`src/rtl/ecc_syn_pkg.sv`:
```
package ecc_syn_pkg;
  typedef enum logic [1:0] {
    SYN_CLEAN    = 2'd0,
    SYN_CODE_BAD = 2'd1,
    SYN_FIXABLE  = 2'd2,
    SYN_FATAL    = 2'd3
  } syn_status_e;
endpackage

```
`src/rtl/ecc_syn_rstsync.sv`:
```
module ecc_syn_rstsync (
  input  logic clk_i,
  input  logic rst_ni,
  output logic rst_no
);
  logic [1:0] sync_q;

  always_ff @(posedge clk_i or negedge rst_ni) begin
    if (!rst_ni) sync_q <= 2'b00;
    else         sync_q <= {sync_q[0], 1'b1};
  end

  assign rst_no = sync_q[1];
endmodule

```
`src/rtl/ecc_syn_classify.sv`:
```
module ecc_syn_classify
  import ecc_syn_pkg::*;
#(
  parameter int CODE_W = 22
) (
  input  logic [CODE_W-1:0]   calc_i,
  input  logic [CODE_W-1:0]   stored_i,
  output syn_status_e         status_o,
  output logic [CODE_W/2-1:0] loc_o
);
  localparam int HALF  = CODE_W / 2;
  localparam int CNT_W = $clog2(CODE_W + 1);

  logic [CODE_W-1:0] syn;
  logic [CNT_W-1:0]  ones;
  logic [HALF-1:0]   pair_chk;

  always_comb begin
    syn  = calc_i ^ stored_i;
    ones = '0;
    for (int i = 0; i < CODE_W; i++) ones = ones + CNT_W'(syn[i]);
    pair_chk = (calc_i[HALF-1:0] ^ calc_i[CODE_W-1:HALF]) ^
               (stored_i[HALF-1:0] ^ stored_i[CODE_W-1:HALF]);
    loc_o = syn[HALF-1:0];
    if (syn == '0 || calc_i == '0 || stored_i == '0)
      status_o = SYN_CLEAN;
    else if (ones == CNT_W'(1))
      status_o = SYN_CODE_BAD;
    else if (ones == CNT_W'(HALF) && (&pair_chk))
      status_o = SYN_FIXABLE;
    else
      status_o = SYN_FATAL;
  end
endmodule

```
`src/rtl/ecc_syn_fixer.sv`:
```
module ecc_syn_fixer #(
  parameter int BYTE_W = 8,
  parameter int IDX_W  = 8
) (
  input  logic                      clk_i,
  input  logic                      rst_ni,
  input  logic                      en_i,
  input  logic                      fixable_i,
  input  logic [IDX_W-1:0]          loc_byte_i,
  input  logic [$clog2(BYTE_W)-1:0] loc_bit_i,
  input  logic [IDX_W-1:0]          addr_i,
  input  logic [BYTE_W-1:0]         data_i,
  output logic                      valid_o,
  output logic [BYTE_W-1:0]         data_o
);
  logic [BYTE_W-1:0] mask;
  logic [BYTE_W-1:0] data_d, data_q;
  logic              valid_q;

  always_comb begin
    mask   = (fixable_i && addr_i == loc_byte_i) ? (BYTE_W'(1) << loc_bit_i) : '0;
    data_d = data_i ^ mask;
  end

  always_ff @(posedge clk_i or negedge rst_ni) begin
    if (!rst_ni) begin
      valid_q <= 1'b0;
      data_q  <= '0;
    end else begin
      valid_q <= en_i;
      if (en_i) data_q <= data_d;
    end
  end

  assign valid_o = valid_q;
  assign data_o  = data_q;
endmodule

```
`src/rtl/ecc_syn_top.sv`:
```
module ecc_syn_top
  import ecc_syn_pkg::*;
#(
  parameter int CHUNKS = 2,
  parameter int CODE_W = 22
) (
  input  logic                              clk_i,
  input  logic                              rst_ni,
  input  logic                              start_i,
  input  logic                              page_mode_i,
  input  logic [CHUNKS*CODE_W-1:0]          calc_i,
  input  logic [CHUNKS*CODE_W-1:0]          stored_i,
  output logic                              done_o,
  output logic [CHUNKS*2-1:0]               status_o,
  output logic [CHUNKS*(CODE_W/2-3)-1:0]    byte_idx_o,
  output logic [CHUNKS*3-1:0]               bit_idx_o,
  input  logic                              fix_en_i,
  input  logic [$clog2(CHUNKS)-1:0]         fix_sel_i,
  input  logic [CODE_W/2-4:0]               fix_addr_i,
  input  logic [7:0]                        fix_data_i,
  output logic                              fix_valid_o,
  output logic [7:0]                        fix_data_o
);
  localparam int HALF  = CODE_W / 2;
  localparam int IDX_W = HALF - 3;

  logic rst_n;
  logic done_q;
  logic [1:0]       st_all   [CHUNKS];
  logic [IDX_W-1:0] byte_all [CHUNKS];
  logic [2:0]       bit_all  [CHUNKS];

  ecc_syn_rstsync u_rst (.clk_i(clk_i), .rst_ni(rst_ni), .rst_no(rst_n));

  for (genvar g = 0; g < CHUNKS; g++) begin : g_chunk
    syn_status_e     cls_st;
    logic [HALF-1:0] cls_loc;
    logic            active;
    logic [1:0]      st_d, st_q;
    logic [HALF-1:0] loc_d, loc_q;

    ecc_syn_classify #(.CODE_W(CODE_W)) u_cls (
      .calc_i   (calc_i[g*CODE_W +: CODE_W]),
      .stored_i (stored_i[g*CODE_W +: CODE_W]),
      .status_o (cls_st),
      .loc_o    (cls_loc)
    );

    always_comb begin
      active = (g == 0) || page_mode_i;
      st_d   = active ? cls_st : SYN_CLEAN;
      loc_d  = (active && cls_st == SYN_FIXABLE) ? cls_loc : '0;
    end

    always_ff @(posedge clk_i or negedge rst_n) begin
      if (!rst_n) begin
        st_q  <= '0;
        loc_q <= '0;
      end else if (start_i) begin
        st_q  <= st_d;
        loc_q <= loc_d;
      end
    end

    assign st_all[g]   = st_q;
    assign byte_all[g] = loc_q[HALF-1:3];
    assign bit_all[g]  = loc_q[2:0];
    assign status_o[g*2 +: 2]           = st_q;
    assign byte_idx_o[g*IDX_W +: IDX_W] = loc_q[HALF-1:3];
    assign bit_idx_o[g*3 +: 3]          = loc_q[2:0];
  end

  always_ff @(posedge clk_i or negedge rst_n) begin
    if (!rst_n) done_q <= 1'b0;
    else        done_q <= start_i;
  end
  assign done_o = done_q;

  ecc_syn_fixer #(.BYTE_W(8), .IDX_W(IDX_W)) u_fix (
    .clk_i      (clk_i),
    .rst_ni     (rst_n),
    .en_i       (fix_en_i),
    .fixable_i  (st_all[fix_sel_i] == SYN_FIXABLE),
    .loc_byte_i (byte_all[fix_sel_i]),
    .loc_bit_i  (bit_all[fix_sel_i]),
    .addr_i     (fix_addr_i),
    .data_i     (fix_data_i),
    .valid_o    (fix_valid_o),
    .data_o     (fix_data_o)
  );
endmodule

```
`config.mk`:
```
export PLATFORM = sky130hd
export DESIGN_NAME = ecc_syn_top
export DESIGN_NICKNAME = d
export VERILOG_FILES = /design/src/rtl/ecc_syn_pkg.sv /design/src/rtl/ecc_syn_rstsync.sv /design/src/rtl/ecc_syn_classify.sv /design/src/rtl/ecc_syn_fixer.sv /design/src/rtl/ecc_syn_top.sv
export SDC_FILE = /design/constraint.sdc
export NUM_CORES = 1
export LEC_CHECK = 0
export CAP_MARGIN = 20
export CORE_ASPECT_RATIO = 0.5
export CORE_MARGIN = 3
export CORE_UTILIZATION = 50
export DETAILED_ROUTE_END_ITERATION = 10
export HOLD_SLACK_MARGIN = 0.02
export PLACE_DENSITY_LB_ADDON = 0.3
export SYNTH_ARGS = -nofsm -noshare
export SYNTH_HDL_FRONTEND = slang
export SYNTH_SLANG_ARGS = --single-unit
```
`constraint.sdc`:
```
create_clock -name clk_i -period 2.7 [get_ports clk_i]
set_input_delay 0.54 -clock clk_i [delete_from_list [all_inputs] [get_ports clk_i]]
set_output_delay 0.54 -clock clk_i [all_outputs]
set_load 0.005 [all_outputs]
```
After elaboration in Yosys (flattened, before gate mapping)
Cells that the tools add are included.

Reduce and logical (&&, ||, !) cells: 16. Muxes and demuxes: 19. Add/sub/neg operators: 42. Magnitude comparators: 1. Shift-type cells: 1. Equality and inequality tests: 8. Bitwise logic cells: 10.

Operator list (number): $add 5x1->5 (40); $logic_not 22->1 (6); $xor 11x11->11 (6); $xor 22x22->22 (2); $mux 8 (4); $mux 11 (2); $reduce_and 11->1 (2); $mux 2 (8); $eq 5x1->1 const B (2); $eq 5x4->1 const B (2); $mux 3 (3); $eq 8x8->1 (1); $shl 1x3->8 const A (1); $xor 8x8->8 (1); $eq 2x2->1 const B (3); $add 1x1->2 (2); $logic_and 1x1->1 (4); $logic_or 1x1->1 (4); $ge 2x2->1 const B (1); $mux 1 (2); $not 1->2 (1).

Output and inout port bits: 36. Input port bits: 110. Word-level logic and storage cells: 105. Flip-flop bits (word level): 38.

Logic depth before layout (Yosys ltp)
Word-level depth: 30. Depth in mapped cells: 21. Depth with buffers taken out: 20.

Hierarchy
A second synthesis with hierarchy kept.

Cell total of the unflattened synthesis: 460. Area total of the unflattened synthesis: 4191.5 µm².

Modules (own cells, without submodules): ecc_syn_top (cells an instance 137, instances 1, area each 1371.3 µm², sequential area each 675.6 µm²); ecc_syn_classify at g_chunk[1].u_cls (cells an instance 128, instances 1, area each 1082.3 µm², sequential area each 0.0 µm²); ecc_syn_classify at g_chunk[0].u_cls (cells an instance 124, instances 1, area each 1077.3 µm², sequential area each 0.0 µm²); ecc_syn_fixer (cells an instance 68, instances 1, area each 606.8 µm², sequential area each 225.2 µm²); ecc_syn_rstsync (cells an instance 3, instances 1, area each 53.8 µm², sequential area each 50.0 µm²).

Worst setup path before layout
No wires, ideal clock.

Path kind: input to register. Start: in stored_i[23]. End: reg g_chunk[1].loc_q[10]. Setup time: 96 ps. Path buffers: 1. Stages on the path: 20. Slack: -2968 ps. Data arrival time: 5572 ps. Data required time: 2604 ps. Path through: xor2_1 -> inv_1 -> ha_1 -> inv_1 -> fa_1 -> fa_1 -> fa_1 -> inv_1 -> fa_1 -> inv_1 -> fa_1 -> fa_1 -> inv_1 -> fa_1 -> a211oi_1 -> o21ai_0 -> nor4_1 -> nand2_1 -> buf_2 -> o32ai_2.

Longest elaborated chain between the ends: 30. Elaborated cells between the ends (all ways): 38. Classes of those cells: 21 x add/sub; 3 x eq/ne; 4 x mux; 3 x bitwise; 7 x reduce/logical.

RTL lines: start, declared (line ecc_syn_top.sv:12) `input logic [CHUNKS*CODE_W-1:0] stored_i,`; $xor 22x22->22 (line ecc_syn_classify.sv:19) `syn = calc_i ^ stored_i;`; $add 1x1->2 (line ecc_syn_classify.sv:21) `for (int i = 0; i < CODE_W; i++) ones = ones + CNT_W'(syn[i]);`; $add 5x1->5 (20 in series) (line ecc_syn_classify.sv:21); $eq 5x4->1 (line ecc_syn_classify.sv:29) `else if (ones == CNT_W'(HALF) && (&pair_chk))`; $logic_and 1x1->1 (line ecc_syn_classify.sv:29); $mux 1 (line ecc_syn_classify.sv:29); $mux 2 (line ecc_syn_classify.sv:27) `else if (ones == CNT_W'(1))`; $mux 2 * (line ecc_syn_classify.sv:25) `if (syn == '0 || calc_i == '0 || stored_i == '0)`; $eq 2x2->1 * (line ecc_syn_top.sv:52) `loc_d = (active && cls_st == SYN_FIXABLE) ? cls_loc : '0;`; $logic_and 1x1->1 * (line ecc_syn_top.sv:52); $mux 11 * (line ecc_syn_top.sv:52); end signal, assigned (line ecc_syn_top.sv:61) `loc_q <= loc_d;`; end, declared (line ecc_syn_top.sv:40) `logic [HALF-1:0] loc_d, loc_q;`.

Mark *: on every way between the ends. The rest lies on a longest branch, timed or not. A chain may end at the register's enable or synchronous reset.

Worst setup path after layout
Start: in stored_i[23]. End: reg g_chunk[1].loc_q[7].

Same word-level chain as after synthesis.

==> impl_metrics.ini <==
[finish]
drive_gt1_frac = 0.3019
diodes = 0
final_core_util = 0.8911
syn2layout_area_growth_pct = 65.55
post-route-cell-area_mm2 = 0.006819
fin_cells = 744
nNetsFinal = 791

[detailed_routing]
drt-wirelength-per-cell_um = 20.52
drt_first_pass_iters = 5
vias = 4224
drt_iter0_markers = 316
via_per_inst = 5.677
route.detailed.drc = 0
wl_mm = 15.26
postRouteAntennaNets = 0

[timing]
rsz0062_at_grt = true
max_freq_mhz = 181.7
period_share = 2.039
finalClockSkew_ns = 0.003692
tightest_slew_ns = 0.6669
period_minus_slack_ns = 5.505
final.setup.tns_ns = -69.07
final-setup-viol-count = 28
drv_slew = 0
slew_headroom = 0.5540
hold_violations = 0
timing.final.ws_setup_ns = -2.805

[setup_path]
critPathCaptureType = flip-flop
cp_max_fo = 8
timing_worst_setup_path_type = in2reg
critPathRequiredTime_ns = 2.88
reg2reg_slack_ns = 0.54
cp-endpoint = g_chunk[1].loc_q[7]
crit_start = stored_i[23]
r2r-start = g_chunk[1].loc_q[3]
reg2reg_depth = 6
timing.rr.end = u_fix.data_o[1]
crit_arrival_ns = 5.68
cp-start-kind = input port

[global_route]
grt-ovfl-total = 0
grt_pass1_vias = 4481
grt_pass1_wl_mm = 22.80
grt_max_degree = 37
grtUsageTotal = 0.3052
antenna_found_initial = 0

[yosys]
synthFlopType = dfrtp_1
syn_area_mm2 = 0.004119
synth_fp_nets = 554
yosys.area.top_type_share = 0.2309
yosys_register_bits = 38
ys_types = 43
ys_top_cells_by_area = dfrtp_1 (23%), fa_1 (15%), xnor2_1 (9.4%)
synth_common_cells = inv_1 (65), xnor2_1 (44), dfrtp_1 (38)
netlist_instances = 398
seq_area_frac_synth = 0.2309
yosysWarnings = 0
synth.largest_area_cell = dfrtp_1
synth_edf_count = 0
synthArstFlopShare = 1.000
postSynthAreaPerCell_um2 = 10.35
yosysMostFrequentCell = inv_1

[clock_network]
clock_latency_ns = 0.28
hold_buffers = 0
root_buffer = clkbuf_16
cts_tree = done
h-tree-depth = 2
cts.sinks = 38
cts_buffers = 5
clock_path_buffers = 2
cts.clk_slew.worst_paths_ns = 0.06

[placed_design]
place_area_mm2 = 0.006306
portBuffers = 145
gp_congestion = 0.8968
placed_cells = 715
hpwl_mm = 10.70
pre_cts_ws_ns = -3.394

[die]
num_rows = 22
core_area_mm2 = 0.007652
die_area_mm2 = 0.009429
initial_core_util = 0.5383
die_height_um = 70.18
die_w_um = 134.4
io_pins = 146

[power_and_ir_drop]
ir_drop_mv = 1.202
power_density_mw_per_mm2 = 914.1
power_leakage_nw = 2.829

[min_path]
hold_class = reg2async

[status]
violations = setup timing
status = finished with violations

[run]
drv_cap = 0
-- cells by family (layout without fill, tap and decap cells) --
kind of cell,after synthesis,count (layout),synth area share
flops,38,38,0.2309
compound gates,50,50,0.1346
xor+xnor,85,85,0.2035
simple gates,96,97,0.1382
fa+ha+maj,46,46,0.1944
other cells,1,1,0.0009104
mux,8,8,0.01944
buf+inv,74,311,0.07806
-- through the flow --
step	hold slack [ns]	power [mW]
after CTS	0.3136	5.676
final	0.2988	6.233
after global placement	0.2897	4.641
after global routing	0.3573	6.660
after detailed placement	0.3045	4.872
after floorplan	0.2444	3.486
-- registers in the layout, summed over array words and instances, names as in the netlist --
signal	count
u_fix.valid_o	1
u_fix.data_o	8
g_chunk.loc_q	22
g_chunk.st_q	4
u_rst.sync_q	2
done_o	1
-- routing by layer --
| layer | vias up | part of all wire | wire [um] | track usage |
|---|---|---|---|---|
| li1 | 1857 | - | - | - |
| met1 | 2062 | 0.37 | 5721 | 0.3467 |
| met2 | 242 | 0.52 | 7888 | 0.5701 |
| met3 | 63 | 0.064 | 973 | 0.05324 |
| met4 | 0 | 0.045 | 681 | 0.1219 |
| met5 | - | 0 | 0 | 0 |
-- layout make-up --
type | count | area [um^2]
fill | 369 | 833.3
inverter | 65 | 244.0
sequential | 38 | 950.9
tap | 108 | 135.1
clock buffer | 8 | 166.4
multi-input combinational | 287 | 3173
timing repair buffer | 238 | 2150
-- worst min path at each step --
stage	startpoint	to	cells after the start
after global routing	u_rst.sync_q[1]	g_chunk[1].st_q[0]	1
after global placement	u_rst.sync_q[1]	done_o	1
final	u_rst.sync_q[1]	g_chunk[1].st_q[0]	1
after floorplan	rst_ni	u_rst.sync_q[0]	0
after detailed placement	u_rst.sync_q[1]	done_o	1
after CTS	u_rst.sync_q[1]	g_chunk[1].loc_q[6]	1
-- cells in the final DEF, fill, tap and decap left out, types with 4 or more instances in the layout --
cell type	n
clkdlybuf4s50_1	105
nor4_2	5
inv_2	10
o32ai_4	5
mux2i_1	8
or4_1	4
fa_2	4
nand3_1	5
buf_4	88
clkbuf_16	5
dlygate4sd2_1	29
xnor2_1	40
dfrtp_1	38
xnor2_2	11
a32o_1	4
inv_1	55
nor4_1	25
ha_1	14
nand4_1	15
o32ai_2	16
buf_2	4
fa_1	26
nand2_1	15
a21oi_1	10
nor2_1	13
o21ai_2	4
xor2_1	23
xor2_2	7
-- what timing repair did --
action,in CTS,in global routing
setup buffers,12,8
pin swaps,41,24
gates resized for setup,94,21
hold endpoints to repair,0,0
cloned,1,0
endpoints found under the setup margin,28,34
-- worst max-delay path, cell delays in order --
cell,delay [ns]
buf_8,0.11
xor2_4,0.18
inv_2,0.07
ha_4,0.26
inv_2,0.03
fa_1,0.56
fa_1,0.43
fa_1,0.49
inv_1,0.05
fa_1,0.48
inv_2,0.04
fa_1,0.53
fa_2,0.21
inv_2,0.05
fa_2,0.39
a211oi_2,0.19
o21ai_2,0.11
nor4_2,0.31
nand2_1,0.19
buf_6,0.22
o32ai_2,0.24
-- where the power goes --
part | leakage (nW) | switching, mW | internal, mW
Sequential | 0.489 | 0.0257 | 0.601
Clock | 0.0832 | 0.226 | 0.418
Combinational | 2.26 | 2.68 | 2.28
Power figures use the tool's default switching activity.
